===== src/rtl/pc_seq_pkg.sv =====
package pc_seq_pkg;
  localparam int WORD_W  = 32;
  localparam int OPC_W   = 6;
  localparam int FN_W    = 6;
  localparam int IDX_W   = 26;
  localparam int IMM_W   = 16;
  localparam int REGION_W = 4;

  localparam logic [OPC_W-1:0] OPC_SPECIAL = 6'd0;
  localparam logic [OPC_W-1:0] OPC_JUMP    = 6'd2;
  localparam logic [OPC_W-1:0] OPC_CALL    = 6'd3;
  localparam logic [OPC_W-1:0] OPC_BR_EQ   = 6'd4;
  localparam logic [OPC_W-1:0] OPC_BR_NE   = 6'd5;
  localparam logic [FN_W-1:0]  FN_REG_JMP  = 6'h08;

  typedef enum logic [1:0] {
    PATH_SEQ    = 2'd0,
    PATH_BRANCH = 2'd1,
    PATH_REGION = 2'd2,
    PATH_REG    = 2'd3
  } path_e;

  function automatic logic [WORD_W-1:0] seq_addr(input logic [WORD_W-1:0] pc);
    return pc + WORD_W'(4);
  endfunction

  function automatic logic [WORD_W-1:0] branch_addr(input logic [WORD_W-1:0] pc4,
                                                    input logic [IMM_W-1:0]  imm);
    logic [WORD_W-1:0] ofs;
    ofs = {{(WORD_W-IMM_W-2){imm[IMM_W-1]}}, imm, 2'b00};
    return pc4 + ofs;
  endfunction

  function automatic logic [WORD_W-1:0] region_addr(input logic [WORD_W-1:0] pc4,
                                                    input logic [IDX_W-1:0]  idx);
    return {pc4[WORD_W-1 -: REGION_W], idx, 2'b00};
  endfunction
endpackage


===== src/rtl/pc_seq_decode.sv =====
module pc_seq_decode
  import pc_seq_pkg::*;
(
  input  logic [OPC_W-1:0] opcode,
  input  logic [FN_W-1:0]  funct,
  input  logic             eq_flag,
  output path_e            path_sel,
  output logic             is_call,
  output logic             is_branch,
  output logic             br_taken
);
  always_comb begin
    path_sel  = PATH_SEQ;
    is_call   = 1'b0;
    is_branch = 1'b0;
    br_taken  = 1'b0;
    unique case (opcode)
      OPC_JUMP: path_sel = PATH_REGION;
      OPC_CALL: begin
        path_sel = PATH_REGION;
        is_call  = 1'b1;
      end
      OPC_BR_EQ: begin
        is_branch = 1'b1;
        br_taken  = eq_flag;
      end
      OPC_BR_NE: begin
        is_branch = 1'b1;
        br_taken  = ~eq_flag;
      end
      OPC_SPECIAL: begin
        if (funct == FN_REG_JMP) path_sel = PATH_REG;
      end
      default: path_sel = PATH_SEQ;
    endcase
    if (br_taken) path_sel = PATH_BRANCH;
  end
endmodule


===== src/rtl/pc_seq_target.sv =====
module pc_seq_target
  import pc_seq_pkg::*;
(
  input  logic [WORD_W-1:0] pc,
  input  logic [IDX_W-1:0]  field,
  input  logic [WORD_W-1:0] reg_src,
  input  path_e             path_sel,
  output logic [WORD_W-1:0] pc_plus4,
  output logic [WORD_W-1:0] pc_next
);
  logic [WORD_W-1:0] br_tgt;
  logic [WORD_W-1:0] rg_tgt;

  assign pc_plus4 = seq_addr(pc);
  assign br_tgt   = branch_addr(pc_plus4, field[IMM_W-1:0]);
  assign rg_tgt   = region_addr(pc_plus4, field);

  always_comb begin
    unique case (path_sel)
      PATH_BRANCH: pc_next = br_tgt;
      PATH_REGION: pc_next = rg_tgt;
      PATH_REG:    pc_next = reg_src;
      default:     pc_next = pc_plus4;
    endcase
  end
endmodule


===== src/rtl/pc_seq_reg.sv =====
module pc_seq_reg #(
  parameter int          W        = 32,
  parameter logic [W-1:0] RESET_PC = '0
) (
  input  logic         clk,
  input  logic         rst,
  input  logic         adv_en,
  input  logic [W-1:0] d,
  output logic [W-1:0] q
);
  always_ff @(posedge clk) begin
    if (rst)         q <= RESET_PC;
    else if (adv_en) q <= d;
  end
endmodule


===== src/rtl/pc_sequencer.sv =====
module pc_sequencer
  import pc_seq_pkg::*;
#(
  parameter int          NUM_REGS = 32,
  parameter int          LINK_REG = 31,
  parameter logic [31:0] RESET_PC = 32'h0000_0000,
  localparam int         RIDX_W   = $clog2(NUM_REGS)
) (
  input  logic              clk,
  input  logic              rst,
  input  logic              adv_en,
  input  logic [31:0]       instr,
  input  logic [31:0]       reg_src,
  input  logic              eq_flag,
  output logic [31:0]       pc_q,
  output logic [31:0]       pc_next,
  output logic              link_we,
  output logic [RIDX_W-1:0] link_idx,
  output logic [31:0]       link_data
);
  path_e             path_sel;
  logic              is_call;
  logic              is_branch;
  logic              br_taken;
  logic [WORD_W-1:0] pc_plus4;

  pc_seq_decode u_dec (
    .opcode    (instr[WORD_W-1 -: OPC_W]),
    .funct     (instr[FN_W-1:0]),
    .eq_flag   (eq_flag),
    .path_sel  (path_sel),
    .is_call   (is_call),
    .is_branch (is_branch),
    .br_taken  (br_taken)
  );

  pc_seq_target u_tgt (
    .pc       (pc_q),
    .field    (instr[IDX_W-1:0]),
    .reg_src  (reg_src),
    .path_sel (path_sel),
    .pc_plus4 (pc_plus4),
    .pc_next  (pc_next)
  );

  pc_seq_reg #(.W(WORD_W), .RESET_PC(RESET_PC)) u_pc (
    .clk    (clk),
    .rst    (rst),
    .adv_en (adv_en),
    .d      (pc_next),
    .q      (pc_q)
  );

  assign link_we   = is_call & adv_en;
  assign link_idx  = RIDX_W'(LINK_REG);
  assign link_data = pc_plus4;

  AST_RESET_LOADS: assert property (@(posedge clk) rst |=> pc_q == RESET_PC);
  AST_STALL_HOLDS: assert property (@(posedge clk) disable iff (rst)
    !adv_en |=> $stable(pc_q));
  AST_ADVANCE_LOADS: assert property (@(posedge clk) disable iff (rst)
    adv_en |=> pc_q == $past(pc_next));
  AST_UNTAKEN_SEQ: assert property (@(posedge clk) disable iff (rst)
    (is_branch && !br_taken) |-> pc_next == pc_q + 32'd4);
  AST_REGION_KEPT: assert property (@(posedge clk) disable iff (rst)
    (path_sel == PATH_REGION) |-> (pc_next[31:28] == pc_plus4[31:28] && pc_next[1:0] == 2'b00));
  AST_LINK_ADDR: assert property (@(posedge clk) disable iff (rst)
    link_we |-> (link_data == pc_q + 32'd4 && path_sel == PATH_REGION));
endmodule


===== config.mk =====
export PLATFORM = sky130hd
export DESIGN_NAME = pc_sequencer
export DESIGN_NICKNAME = d
export VERILOG_FILES = /design/src/rtl/pc_seq_pkg.sv /design/src/rtl/pc_seq_decode.sv /design/src/rtl/pc_seq_target.sv /design/src/rtl/pc_seq_reg.sv /design/src/rtl/pc_sequencer.sv
export SDC_FILE = /design/constraint.sdc
export NUM_CORES = 1
export LEC_CHECK = 0
export BUFFER_PORTS_ARGS = -buffer_cell sky130_fd_sc_hd__buf_2
export CAP_MARGIN = 20
export CORE_MARGIN = 2
export CORE_UTILIZATION = 51
export CTS_CLUSTER_SIZE = 20
export DETAILED_ROUTE_END_ITERATION = 12
export GPL_ROUTABILITY_DRIVEN = 0
export PLACE_DENSITY = 0.83
export SYNTH_ARGS = -nofsm -noshare
export SYNTH_HDL_FRONTEND = slang
export SYNTH_SLANG_ARGS = --single-unit

===== constraint.sdc =====
create_clock -name clk -period 5.2 [get_ports clk]
set_input_delay 0.78 -clock clk [delete_from_list [all_inputs] [get_ports clk]]
set_output_delay 0.78 -clock clk [all_outputs]
set_load 0.02 [all_outputs]

# Word level (Yosys, flattened, before mapping)
# Index checks and enable logic that the tools add are counted.
# word_totals
reg_bits,32
in_bits,68
output_inout_bits,102
# classes
addsub,2
n_eq_ne,8
mux,6
n_bitwise,2
n_reduce_logical,2
# ops
cell,n
$pmux 32 s3,1
$add 32x3->32 const B,1
$add 32x32->32,1
$eq 6x2->1 const B,2
$eq 6x3->1 const B,2
$eq 6x4->1 const B,1
$logic_not 6->1,1
$eq 2x2->1 const B,2
$mux 2,2
$pmux 2 s2,1
$eq 2x1->1 const B,1
$pmux 1 s2,1
$reduce_or 2->1,1
$and 1x1->1,1
$mux 1,1
$not 1->1,1

# Depth between registers and ports, before layout
# logic_depth
word_depth,6
mapped_depth,15
depth_no_buf,14

# Modules after synthesis
# From an unflattened synthesis, not the netlist that was laid out.
# hier_totals
cells_unflattened,472
area_unflattened_um2,4111.4
# by_module_without_submodules
module,instances,cells_per_inst,area_each_um2,seq_area_each_um2
pc_seq_target,1,351,2807.7,0.0
pc_seq_reg,1,103,1163.6,640.6
pc_seq_decode,1,11,92.6,0.0
pc_sequencer,1,7,47.5,0.0

# Worst setup path before layout
# OpenSTA, ideal clock, no wires.
# synth_path
path_kind,reg2out
startpoint,register u_pc.q[2]
endpoint,output pc_next[31]
arrival_ns,3.882
slack_ns,0.538
stages_incl_launch_ff,15
path_cell_list,dfxtp_1 ha_1 and3_1 and2_1 nand2_1 xnor2_1 ha_1 a211oi_1 o21ai_0 a221o_1 a31oi_2 o211ai_1 a31oi_1 mux2i_1 nand2b_1
# synth_via
elab_chain_len,3
# synth_rtl
element,line_no,source
from (decl),pc_seq_reg.sv:9,output logic [W-1:0] q
from (signal assigned),pc_seq_reg.sv:12,if (rst) q <= RESET_PC;
from (signal assigned),pc_seq_reg.sv:13,else if (adv_en) q <= d;
$add 32x3->32,pc_seq_pkg.sv:24,return pc + WORD_W'(4);
net link_data[16],pc_sequencer.sv:19,output logic [31:0] link_data
$add 32x32->32,pc_seq_pkg.sv:31,return pc4 + ofs;
$pmux 32 s3,pc_seq_target.sv:19,unique case (path_sel)
to (decl),pc_sequencer.sv:16,"output logic [31:0] pc_next,"
# The timed path passes the listed nets, and every way through them passes these cells.

# Worst setup path in the final report
# layout_path
startpoint,register u_pc.q[5]
endpoint,output pc_next[27]
# layout_via
elab_chain_len,3
# layout_rtl
element,line_no
$add 32x3->32 *,pc_seq_pkg.sv:24
$add 32x32->32,pc_seq_pkg.sv:31
$pmux 32 s3 *,pc_seq_target.sv:19
# Mark *: on every way between the ends. The rest lies on a longest branch, timed or not.

==> out/qor.csv <==
metric;value;unit
synth_edf_count;0;
layout.cell_area.non_filler;5310;µm²
synthDistinctLibCells;74;
postRouteAntennaNets;0;
r2r-end;u_pc.q[27];
timing.hold.worst.start;u_pc.q[0];
max_freq;199;MHz
grt.overflow.total;0;
route.final.wire_length;16000;µm
clk_latency;290;ps
holdPathEnd;u_pc.q[0];
num-nets-final;849;
placedInstanceArea;5170;µm²
grt_pass1_vias;5018;
wl_per_cell;18.7;µm
synth_area_per_cell;7.23;µm²
synth_sequential_area_ratio;14.8;%
synth_top_area_share;14.8;%
avgViaCountPerCell;6.44;
worst-endpoint-arrival;4240;ps
drv_cap;0;
timing.final.ws_setup;181;ps
worst-r2r-cell-count;15;
synth_warnings;0;
finalClockSkew;6.05;ps
r2r-start;u_pc.q[5];
numPortBuffers;164;
clock_tree.root_cell;sky130_fd_sc_hd__clkbuf_8;
setup.worst_path.start_class;flop;
dpl.hpwl;12000;µm
status;finished, final reports clean;
setup_violations;0;
clk_transition_reported_paths;70;ps
core;8220;µm²
finalCritPeriodShare;96.5;%
area_growth_syn_to_layout;23.1;%
path_common_cell;sky130_fd_sc_hd__o21ai_0;
cts.sinks;32;
num-fill-cells;745;
setup_total_negative_slack;0;ps
critPathMaxFanout;8;
starting_density;52.5;%
ff2ff_setup_slack;1200;ps
hp-class;reg2reg;
floorplan.die_area;9210;µm²
grt_pass1_wl;24200;µm
drt_pre_antenna_iters;9;
power.leakage;2.64;nW
ys.flop_type;sky130_fd_sc_hd__dfxtp_1;
path_type_of_the_worst_setup_path;reg2out;
drt_iter0_markers;506;
synth_common_cells;70 x sky130_fd_sc_hd__nor2_1, 66 x sky130_fd_sc_hd__nand2_1, 47 x sky130_fd_sc_hd__a21oi_1;
postSynthRegisterBits;32;
antenna_cells_inserted;0;
synth.largest_area_cell;sky130_fd_sc_hd__dfxtp_1;
io_pins;170;
largest_register_ff_count;32;
sequence_of_cells_on_the_critical_path;and4_2 > and4_1 > nand4_1 > xor2_1 > inv_1 > ha_1 > o21ai_0 > o21ai_0 > a221o_1 > a31oi_2 > o211ai_1 > buf_4 > a21o_1 > a21oi_1 > nor2_1 > buf_2;
top_regs;u_pc.q x32;
crit_required;4420;ps
min_path_cells;2;
yosysMostFrequentCell;sky130_fd_sc_hd__nor2_1;
yosys-top-cells-area;sky130_fd_sc_hd__dfxtp_1 15%, sky130_fd_sc_hd__ha_1 9.9%, sky130_fd_sc_hd__nor2_1 6.1%, sky130_fd_sc_hd__nand2_1 5.7%, sky130_fd_sc_hd__xnor2_1 5.5%;
slew_viol_final;0;
cp_slowest_stage_delay;420;ps
fp.dieH;96.0;µm
htreeDepth;2;
preCtsSetupSlack;441;ps
asyncSetResetFlopFracSynth;0;%
die-width;96.0;µm
layout_min_cycle_time;5020;ps
clock_tree_from_tritoncts;yes;
crit_buf_inv;3;
antenna_found_initial;0;
max_slew.worst_pin.slew;893;ps
timing.critical_path.to_type;output pin;
post_route_cells_drive_above_1_share;28.0;%
relative_slew_margins;40.3;%
vdd_ir_drop_max;89.6;µV
critPathTopFamily;compound AO/OA/AOI/OAI gates;
critical-path-slowest-cell;sky130_fd_sc_hd__dfxtp_1;
grt_usage;33.2;%
clock_path_buffers;2;
final.hold.worst_slack;500;ps
maximum_number_of_pins_on_one_net_before_global_route_repair;34;
final_hold_viol_count;0;
synthesis.area;4320;µm²
post-route-drc-count;0;
power_density;158;nW/µm²
postSynthCellCount;597;
registers.top_by_ff_count;u_pc.q;
row_count;33;
vias;5483;
cts-buffers-inserted;5;
placed cells by master (no fill, tap or decap), types with 13 or more instances in the layout:
master / Yosys / layout
sky130_fd_sc_hd__nand3_1: 24 / 23
sky130_fd_sc_hd__nand2_1: 66 / 66
sky130_fd_sc_hd__inv_1: 15 / 15
sky130_fd_sc_hd__o21ai_0: 31 / 31
sky130_fd_sc_hd__nor2_1: 70 / 70
sky130_fd_sc_hd__nand4_1: 13 / 13
sky130_fd_sc_hd__mux2i_1: 14 / 14
sky130_fd_sc_hd__ha_1: 34 / 32
sky130_fd_sc_hd__dfxtp_1: 32 / 30
sky130_fd_sc_hd__a21oi_1: 47 / 46
sky130_fd_sc_hd__xnor2_1: 27 / 25
sky130_fd_sc_hd__buf_2: 4 / 164
routing by layer:
layer / GRT usage [%] / wire, µm / up-vias
met5: 0 / 0 / -
met4: 13.8 / 470 / 0
met3: 5.64 / 1590 / 63
met2: 55.4 / 7570 / 371
met1: 42.0 / 6320 / 2525
li1: - / - / 2524
worst register-to-register path: stages (launching register included):
cell                       delay, ps
sky130_fd_sc_hd__dfxtp_1         420
sky130_fd_sc_hd__and4_2          310
sky130_fd_sc_hd__and4_1          370
sky130_fd_sc_hd__nand4_1         150
sky130_fd_sc_hd__xor2_1          150
sky130_fd_sc_hd__inv_1            90
sky130_fd_sc_hd__ha_1            390
sky130_fd_sc_hd__o21ai_0         330
sky130_fd_sc_hd__o21ai_0         130
sky130_fd_sc_hd__a221o_1         310
sky130_fd_sc_hd__a31oi_2         250
sky130_fd_sc_hd__o211ai_1        240
sky130_fd_sc_hd__buf_4           200
sky130_fd_sc_hd__a31oi_1         150
sky130_fd_sc_hd__a21oi_1         110
sky130_fd_sc_hd__o32ai_1         310
layout make-up:
type | count | area [µm²] | share of cell area [%]
Tap cell | 105 | 131 | 2.47
Clock inverter | 2 | 10.0 | 0.189
Timing Repair Buffer | 171 | 873 | 16.4
Multi-Input combinational cell | 520 | 3510 | 66.1
Inverter | 16 | 60.1 | 1.13
Sequential cell | 32 | 643 | 12.1
Clock buffer | 6 | 82.6 | 1.56
worst max path at each step:
| stage | startpoint | end | slack, ps | cells past startpoint |
|---|---|---|---|---|
| after floorplan | u_pc.q[2] | pc_next[31] | 540 | 14 |
| after global routing | u_pc.q[5] | pc_next[31] | -70 | 15 |
| after global placement | u_pc.q[2] | pc_next[31] | 620 | 15 |
| after detailed placement | u_pc.q[2] | pc_next[31] | 440 | 15 |
| after CTS | u_pc.q[2] | pc_next[31] | 70 | 15 |
| final | u_pc.q[5] | pc_next[27] | 180 | 16 |
logic make-up after synthesis:
logic type      synth area share [%]
xor+xnor                        8.06
buf+inv                         4.99
flops                           14.8
other cells                   0.0869
compound gates                  31.5
simple gates                    26.9
fa+ha+maj                       10.3
mux                             3.25
timing repair:
| item | CTS | global route |
|---|---|---|
| buffers inserted | 0 | 1 |
| hold buffers | 0 | 0 |
| gates resized for setup | 0 | 10 |
| setup endpoints to repair | 0 | 4 |
metrics by stage:
stage | util (%) | power [W] | cells
after global placement | 63.0 | 0.000608 | 843
after global routing | 64.6 | 0.000882 | 852
after detailed placement | 63.0 | 0.000617 | 843
final | 64.6 | 0.000839 | 852
after floorplan | - | 0.000506 | 601
after CTS | 64.1 | 0.000828 | 851
power breakdown:
part           leakage (nW)  internal, W  switching (W)
logic                  2.33     0.000132       0.000223
registers             0.262     0.000255      0.0000168
clock network        0.0510     0.000106       0.000106
No activity file was read; power rests on OpenSTA's default activity.
